**src/rtl/rom_rd_pkg.sv**
```systemverilog
package rom_rd_pkg;

  typedef enum logic [1:0] {
    ST_IDLE    = 2'd0,
    ST_ACCESS  = 2'd1,
    ST_RECOVER = 2'd2
  } rd_state_e;

  typedef enum logic [1:0] {
    TP_ADDR  = 2'd0,
    TP_CE    = 2'd1,
    TP_OE    = 2'd2,
    TP_FLOAT = 2'd3
  } rd_path_e;

  // Worst-case path times in ns per speed grade
  function automatic int unsigned path_ns(input bit fast, input rd_path_e p);
    case (p)
      TP_ADDR:  return fast ? 55 : 90;
      TP_CE:    return fast ? 55 : 90;
      TP_OE:    return fast ? 20 : 35;
      default:  return fast ? 18 : 20;
    endcase
  endfunction

  function automatic int unsigned to_cycles(input int unsigned t_ns, input int unsigned clk_ns);
    int unsigned c;
    c = (t_ns + clk_ns - 1) / clk_ns;
    return (c == 0) ? 1 : c;
  endfunction

  function automatic int unsigned lead_cycles(input bit fast, input int unsigned clk_ns);
    int unsigned a;
    int unsigned c;
    a = to_cycles(path_ns(fast, TP_ADDR), clk_ns);
    c = to_cycles(path_ns(fast, TP_CE), clk_ns);
    return (a > c) ? a : c;
  endfunction

  function automatic int unsigned oe_cycles(input bit fast, input int unsigned clk_ns);
    return to_cycles(path_ns(fast, TP_OE), clk_ns);
  endfunction

  function automatic int unsigned total_cycles(input bit fast, input int unsigned clk_ns);
    int unsigned l;
    int unsigned o;
    l = lead_cycles(fast, clk_ns);
    o = oe_cycles(fast, clk_ns);
    return (l > o) ? l : o;
  endfunction

  function automatic int unsigned oe_delay_cycles(input bit fast, input int unsigned clk_ns);
    int unsigned l;
    int unsigned o;
    l = lead_cycles(fast, clk_ns);
    o = oe_cycles(fast, clk_ns);
    return (l > o) ? (l - o) : 0;
  endfunction

  function automatic int unsigned float_cycles(input bit fast, input int unsigned clk_ns);
    return to_cycles(path_ns(fast, TP_FLOAT), clk_ns);
  endfunction

endpackage

```
**src/rtl/rom_rd_slot.sv**
```systemverilog
module rom_rd_slot #(
  parameter int unsigned ADDR_W = 18
) (
  input  logic              clk_i,
  input  logic              rst_ni,
  input  logic              capture_i,
  input  logic              take_i,
  input  logic [ADDR_W-1:0] addr_i,
  output logic              full_o,
  output logic [ADDR_W-1:0] addr_o
);

  always_ff @(posedge clk_i or negedge rst_ni) begin
    if (!rst_ni) begin
      full_o <= 1'b0;
      addr_o <= '0;
    end else if (take_i) begin
      // slot drained and refilled in the same cycle
      full_o <= capture_i;
      if (capture_i) addr_o <= addr_i;
    end else if (capture_i && !full_o) begin
      full_o <= 1'b1;
      addr_o <= addr_i;
    end
  end

endmodule

```
**src/rtl/rom_rd_fsm.sv**
```systemverilog
module rom_rd_fsm
  import rom_rd_pkg::*;
#(
  parameter int unsigned N_TOT  = 6,
  parameter int unsigned OE_DLY = 4,
  parameter int unsigned N_DF   = 2
) (
  input  logic clk_i,
  input  logic rst_ni,
  input  logic req_i,
  input  logic pend_full_i,
  output logic start_o,
  output logic cap_o,
  output logic busy_o,
  output logic ce_no,
  output logic oe_no
);

  localparam int unsigned N_MAX = (N_TOT > N_DF) ? N_TOT : N_DF;
  localparam int unsigned CNT_W = $clog2(N_MAX + 1);
  localparam logic OE_START_N = (OE_DLY == 0) ? 1'b0 : 1'b1;

  rd_state_e        state_q;
  logic [CNT_W-1:0] cnt_q;
  logic             acc_last;
  logic             rec_last;
  logic             oe_go;

  assign acc_last = (state_q == ST_ACCESS)  && (cnt_q == CNT_W'(N_TOT - 1));
  assign rec_last = (state_q == ST_RECOVER) && (cnt_q == CNT_W'(N_DF - 1));
  assign start_o  = ((state_q == ST_IDLE) && req_i) || (rec_last && (req_i || pend_full_i));
  assign cap_o    = acc_last;
  assign busy_o   = (state_q != ST_IDLE);

  generate
    if (OE_DLY == 0) begin : g_oe_with_ce
      assign oe_go = 1'b0;
    end else begin : g_oe_late
      assign oe_go = (state_q == ST_ACCESS) && (cnt_q == CNT_W'(OE_DLY - 1));
    end
  endgenerate

  always_ff @(posedge clk_i or negedge rst_ni) begin
    if (!rst_ni) begin
      state_q <= ST_IDLE;
      cnt_q   <= '0;
      ce_no   <= 1'b1;
      oe_no   <= 1'b1;
    end else if (start_o) begin
      state_q <= ST_ACCESS;
      cnt_q   <= '0;
      ce_no   <= 1'b0;
      oe_no   <= OE_START_N;
    end else begin
      case (state_q)
        ST_ACCESS: begin
          if (acc_last) begin
            state_q <= ST_RECOVER;
            cnt_q   <= '0;
            ce_no   <= 1'b1;
            oe_no   <= 1'b1;
          end else begin
            cnt_q <= cnt_q + CNT_W'(1);
            if (oe_go) oe_no <= 1'b0;
          end
        end
        ST_RECOVER: begin
          if (rec_last) state_q <= ST_IDLE;
          else          cnt_q   <= cnt_q + CNT_W'(1);
        end
        default: ;
      endcase
    end
  end

endmodule

```
**src/rtl/rom_rd_ctrl.sv**
```systemverilog
module rom_rd_ctrl
  import rom_rd_pkg::*;
#(
  parameter bit          FAST_GRADE = 1'b1,
  parameter int unsigned CLK_NS     = 10,
  parameter int unsigned ADDR_W     = 18,
  parameter int unsigned DATA_W     = 8
) (
  input  logic              clk_i,
  input  logic              rst_ni,
  input  logic              req_i,
  input  logic [ADDR_W-1:0] addr_i,
  output logic [DATA_W-1:0] rdata_o,
  output logic              valid_o,
  output logic [ADDR_W-1:0] rom_addr_o,
  output logic              rom_ce_no,
  output logic              rom_oe_no,
  input  logic [DATA_W-1:0] rom_data_i
);

  localparam int unsigned N_TOT  = total_cycles(FAST_GRADE, CLK_NS);
  localparam int unsigned OE_DLY = oe_delay_cycles(FAST_GRADE, CLK_NS);
  localparam int unsigned N_DF   = float_cycles(FAST_GRADE, CLK_NS);

  logic              start;
  logic              cap;
  logic              busy;
  logic              pend_full;
  logic [ADDR_W-1:0] pend_addr;
  logic              slot_cap;
  logic              slot_take;

  // a request that starts an access directly never enters the slot
  assign slot_cap  = req_i && busy && !(start && !pend_full);
  assign slot_take = start && pend_full;

  rom_rd_fsm #(
    .N_TOT (N_TOT),
    .OE_DLY(OE_DLY),
    .N_DF  (N_DF)
  ) u_fsm (
    .clk_i      (clk_i),
    .rst_ni     (rst_ni),
    .req_i      (req_i),
    .pend_full_i(pend_full),
    .start_o    (start),
    .cap_o      (cap),
    .busy_o     (busy),
    .ce_no      (rom_ce_no),
    .oe_no      (rom_oe_no)
  );

  rom_rd_slot #(
    .ADDR_W(ADDR_W)
  ) u_slot (
    .clk_i    (clk_i),
    .rst_ni   (rst_ni),
    .capture_i(slot_cap),
    .take_i   (slot_take),
    .addr_i   (addr_i),
    .full_o   (pend_full),
    .addr_o   (pend_addr)
  );

  always_ff @(posedge clk_i or negedge rst_ni) begin
    if (!rst_ni) begin
      rom_addr_o <= '0;
    end else if (start) begin
      rom_addr_o <= pend_full ? pend_addr : addr_i;
    end
  end

  always_ff @(posedge clk_i or negedge rst_ni) begin
    if (!rst_ni) begin
      rdata_o <= '0;
      valid_o <= 1'b0;
    end else begin
      valid_o <= cap;
      if (cap) rdata_o <= rom_data_i;
    end
  end

endmodule

```
**config.mk**
```make
export PLATFORM = sky130hd
export DESIGN_NAME = rom_rd_ctrl
export DESIGN_NICKNAME = d
export VERILOG_FILES = /design/src/rtl/rom_rd_pkg.sv /design/src/rtl/rom_rd_slot.sv /design/src/rtl/rom_rd_fsm.sv /design/src/rtl/rom_rd_ctrl.sv
export SDC_FILE = /design/constraint.sdc
export NUM_CORES = 1
export LEC_CHECK = 0
export CAP_MARGIN = 20
export CORE_MARGIN = 1.5
export CORE_UTILIZATION = 44
export DETAILED_ROUTE_END_ITERATION = 16
export HOLD_SLACK_MARGIN = 0.02
export PLACE_DENSITY = 0.76
export SLEW_MARGIN = 20
export SYNTH_ARGS = -nofsm -noshare
export SYNTH_HDL_FRONTEND = slang
export SYNTH_SLANG_ARGS = --single-unit
```
**constraint.sdc**
```tcl
create_clock -name clk_i -period 2 [get_ports clk_i]
set_input_delay 0.6 -clock clk_i [delete_from_list [all_inputs] [get_ports clk_i]]
set_output_delay 0.6 -clock clk_i [all_outputs]
set_load 0.02 [all_outputs]
```
-- Yosys cells after proc, flatten, opt, wreduce, memory -nomap -nowiden
Cells that the tools add are included.
- register bits after elaboration: 53
- output and inout bits: 29
- $add $sub $neg: 1
- muxes and demuxes: 21
- reduce and logical (&&, ||, !) cells: 26
- equal/unequal tests: 9
- operators by type and width (operator ; count):
    two-way mux 18 bit ; 4
    logical AND 1 bit ; 10
    two-way mux 1 bit ; 9
    two-way mux 3 bit ; 3
    AND reduction 2 bit ; 4
    nonzero test 2 bit ; 4
    two-way mux 2 bit ; 3
    != test 3 bit, second input constant ; 2
    one-hot mux 3 bit (2 select lines) ; 1
    nonzero test 3 bit ; 2
    one-hot mux 2 bit (2 select lines) ; 1
    adder 3 x 1 -> 3 bit, second input constant ; 1
    equality test 3 x 1 -> 1 bit, second input constant ; 1
    equality test 3 x 2 -> 1 bit, second input constant ; 1
    equality test 3 bit, second input constant ; 1
    != test 3 x 2 -> 1 bit, second input constant ; 1
    AND reduction 3 bit ; 1
    equality test 2 x 1 -> 1 bit, second input constant ; 1
    equality test 2 bit, second input constant ; 1
    zero test 1 bit ; 2
    zero test 2 bit ; 1
    logical OR 1 bit ; 2
    != test 2 x 1 -> 1 bit, second input constant ; 1

-- Logic depth before layout (Yosys ltp)
- depth after elaboration: 10
- mapped depth: 8
- mapped depth without buffers: 6

-- By module
Synthesis repeated with hierarchy kept, for this count alone.
- cell total of the unflattened synthesis: 189
- area, all modules: 2412.3 µm²
- modules (own cells, without submodules) (module ; seq. area each (µm²) ; cells an instance ; area each (µm²) ; instances):
    rom_rd_ctrl ; 675.6 ; 100 ; 1173.6 ; 1
    rom_rd_slot ; 475.5 ; 41 ; 768.2 ; 1
    rom_rd_fsm ; 177.7 ; 48 ; 470.5 ; 1

-- Least setup slack after synthesis
OpenSTA, ideal clock, no wires.
- kind: reg2reg
- start: reg u_fsm.cnt_q[1]
- end: reg u_slot.addr_o[10]
- stages on the path, launching flop included: 8
- arrival: 1734 ps
- library setup time: 125 ps
- path slack: 141 ps
- buffers on the path: 1
- cell sequence: dfrtp_1 -> inv_1 -> ha_1 -> nand2b_4 -> a31o_2 -> o21ai_4 -> buf_6 -> mux2_2
- longest elaborated chain between the ends: 10
- elaborated cells on any way between the ends: 13
- classes of those cells: eq/ne: 2; mux: 1; reduce/logical: 10
- ends and longest elaborated chain (element ; RTL line ; RTL):
    from (decl) ; rom_rd_fsm.sv:24 ; logic [CNT_W-1:0] cnt_q;
    from (signal assigned) ; rom_rd_fsm.sv:63 ; cnt_q <= cnt_q + CNT_W'(1);
    from (signal assigned) ; rom_rd_fsm.sv:69 ; else cnt_q <= cnt_q + CNT_W'(1);
    equality test 3 x 1 -> 1 bit (*) ; rom_rd_fsm.sv:30 ; assign rec_last = (state_q == ST_RECOVER) && (cnt_q == CNT_W'(N_DF - 1));
    logical AND 1 bit (*) ; rom_rd_fsm.sv:30 ;
    logical AND 1 bit (*) ; rom_rd_fsm.sv:31 ; assign start_o = ((state_q == ST_IDLE) && req_i) || (rec_last && (req_i || pend_full_i));
    logical OR 1 bit (*) ; rom_rd_fsm.sv:31 ;
    logical AND 1 bit ; rom_rd_ctrl.sv:34 ; assign slot_cap = req_i && busy && !(start && !pend_full);
    zero test 1 bit ; rom_rd_ctrl.sv:34 ;
    logical AND 1 bit ; rom_rd_ctrl.sv:34 ;
    logical AND 1 bit ; rom_rd_slot.sv:21 ; end else if (capture_i && !full_o) begin
    nonzero test 2 bit (no line) ; n/a ;
    AND reduction 2 bit (no line) ; n/a ;
    to (signal assigned) ; rom_rd_slot.sv:20 ; if (capture_i) addr_o <= addr_i;
    to (signal assigned) ; rom_rd_slot.sv:23 ; addr_o <= addr_i;
    to (decl) ; rom_rd_slot.sv:10 ; output logic [ADDR_W-1:0] addr_o
Every way passes the cells marked *; elsewhere a longest branch is shown, timed or not.
A chain may end at the register's enable or synchronous reset.

-- Final worst setup path
- start: reg rom_addr_o[12]
- end: out rom_addr_o[12]
- RTL lines (element ; RTL line ; RTL):
    from (decl) ; rom_rd_ctrl.sv:15 ; output logic [ADDR_W-1:0] rom_addr_o,
    from (signal assigned) ; rom_rd_ctrl.sv:69 ; rom_addr_o <= pend_full ? pend_addr : addr_i;
No word-level cell between the ends.

==> results_dict.tcl <==
set metrics [dict create \
    outcome "finished, final reports clean" \
    multi_input_area_sq_um 896 \
    slew_headroom 0.670 \
    synth_top_cell_by_area "dfrtp_1" \
    wire_per_inst_um 14.6 \
    ctsHtreeMaxLevel 2 \
    synth_area_leaders "dfrtp_1 (55%), a221o_1 (7.8%), nor3b_1 (5.9%)" \
    yosysTopAreaCellShare 0.555 \
    reg2reg_depth 7 \
    grt_setup_unrepaired "false" \
    synth_edf_count 0 \
    synth_nets 218 \
    synth_seq_cells 53 \
    crit_family "buffers and inverters" \
    gr-usage-met2 0.295 \
    mappedNetlistArea_sq_um 2300 \
    busiest_layer "met2" \
    p_leak_nw 1.37 \
    core-area_sq_um 5070 \
    dr.pass1.iters 4 \
    startpoint_type "flop" \
    holdCritPathClass "in2async" \
    dieWidth_um 75.3 \
    synth_xor_area_frac 0 \
    synthTopCellsByCount "dfrtp_1 (51), nand2_1 (29), a221o_1 (18), nor3b_1 (18), mux2_2 (12)" \
    detail-route-antenna-nets 0 \
    yosysMostFrequentCell "dfrtp_1" \
    clockRootBuffer "clkbuf_8" \
    finalHoldViolCount 0 \
    crit_buf_inv 1 \
    io_buffer_count 57 \
    drc 0 \
    met3_usage 0.0397 \
    rrSetupSlack_ps 120 \
    slowest_delay_ps 610 \
    required_ps 1400 \
    drv_slew 0 \
    drtIter0Drc 126 \
    die-area_sq_um 5670 \
    critical_path_class "reg2out" \
    crit_end "rom_addr_o[12]" \
    clk_latency_ps 310 \
    fin_nets 286 \
    fillCellCount 431 \
    dr_total_vias 1706 \
    critPathSlowestCell "clkdlybuf4s50_1" \
    grt_util_met1 0.246 \
    synth.distinct_cells 32 \
    ys_warn_count 0 \
    finalCritPeriodShare 0.956 \
    grt_max_degree 54 \
    postPlaceCellArea_sq_um 3000 \
    drive_gt1_frac 0.184 \
    synth_top_family_by_area "simple AND/OR/NAND/NOR gates" \
    fin_crit_ps 1910 \
    setup_violations 0 \
    track_usage 0.184 \
    final_util 0.622 \
    synth_compound_area_frac 0.133 \
    netlist_instances 186 \
    syn_avg_cell_area_sq_um 12.4 \
    first_global_vias 1628 \
    worstReg2RegStart "u_fsm.cnt_q[1]" \
    vias_per_cell 5.25 \
    worstPathArrival_ps 1310 \
    register_area_sq_um 1330 \
    rows 26 \
    dpl.hpwl_um 3230 \
    yosys.area_share.simple 0.142 \
    cts_sinks 53 \
    muxShareOfSynthArea 0.0881 \
    n_antenna_cell 0 \
    async_flop_share 1.00 \
    critical_path_cell_count 1 \
    area_delta_synth_final_pct 37.2 \
    cp_cell_sequence "clkdlybuf4s50_1" \
    hold_slack_ps 269 \
    antenna_found_initial 0 \
    synthAdderAreaFrac 0.0163 \
    cts_made_buffers 5 \
    ir_drop_mv 0.769 \
    cts_buffer_depth 2 \
    powerDensity_nw_per_um2 1580 \
    path_clk_slew_ps 100 \
    grt_pass1_wl_um 7810 \
    place_congestion 0.821 \
    wl_um 4760 \
    end_kind "primary output" \
    io_pins 58 \
    cp_max_fo 2 \
    ys_dominant_reg_cell "dfrtp_1" \
    gr-total-overflow 0 \
    fin_area_sq_um 3160 \
    cts_tree "done" \
    crit_path_start "rom_addr_o[12]" \
    start_util 0.453 \
    cap_violations 0 \
    ys_seq_area_frac 0.578 \
    die-height_um 75.3 \
    worstReg2RegEnd "rom_addr_o[4]" \
    max_freq_ghz 0.523 \
    finalClockSkew_ps 11.5 \
    tightest_slew_ps 494 \
]
-- metrics by stage --
step	std cells	TNS [ps]	power [mW]	setup slack, ps
2_1_floorplan	186	0	3.26	141
3_3_place_gp	315	-5730	4.17	-262
3_5_place_dp	315	-6390	4.24	-317
4_1_cts	325	0	5.00	48.4
5_1_grt	325	0	5.32	13.9
6_report	325	0	4.98	87.5
-- cells by family after synthesis --
| family | after synthesis |
|---|---|
| flip-flops | 53 |
| adder cells (fa/ha/maj) | 3 |
| multiplexers | 18 |
| AO/OA/AOI/OAI | 36 |
| AND/OR/NAND/NOR | 60 |
| buffers and inverters | 16 |
-- worst min-delay path by stage --
stage | from | to | cells past startpoint
floorplan | rst_ni | rdata_o[0] | 0
CTS | rst_ni | u_slot.addr_o[2] | 2
global placement | rdata_o[7] | rdata_o[7] | 2
detailed placement | rdata_o[3] | rdata_o[3] | 2
global route | rst_ni | rom_addr_o[0] | 2
finish | rst_ni | rom_addr_o[0] | 2
-- layer usage --
metal	vias to the layer above	wire length, um
met2	51	2390
li1	809	-
met1	840	2130
met4	0	50
met3	6	189
met5	-	0
-- layout make-up --
cell class,count,area share
clock buffers,6,0.0230
clock inverters,2,0.0123
inverters,5,0.00595
multi-input cells,117,0.284
flip-flops and latches,53,0.421
well taps,70,0.0278
repair buffers,72,0.226
-- state kept, by name (all words and copies together), names as in the netlist --
name	count
rdata_o	8
rom_addr_o	18
valid_o	1
u_slot.full_o	1
u_fsm.oe_no	1
u_fsm.state_q	2
u_fsm.cnt_q	3
u_fsm.ce_no	1
u_slot.addr_o	18
-- cell usage in the layout, fill, tap and decap left out, types with 2 or more instances in the layout --
cell type	instances
a21oi_1	4
ha_1	2
clkbuf_8	5
inv_1	4
buf_12	3
buf_4	12
nand2_1	29
nor2_1	4
nand2b_1	2
o31ai_1	2
mux2_1	6
nor2b_1	2
dfrtp_1	51
o21ai_0	3
dlygate4sd2_1	2
dfstp_2	2
mux2_2	12
nor3b_1	17
clkdlybuf4s50_1	54
a221o_1	18
-- power breakdown --
group | switching [mW] | total (mW) | leakage [nW] | internal (mW)
Clock | 0.349 | 0.725 | 0.0554 | 0.376
Combinational | 1.06 | 2.29 | 0.663 | 1.23
Sequential | 0.359 | 1.97 | 0.650 | 1.61
-- what timing repair did --
action,4_1_cts,5_1_grt
resized for setup,3,3
setup buffers,2,0
hold buffers,0,0
endpoints found under the setup margin,36,7
pin swaps,1,1
(Power assumes the default switching activity.)
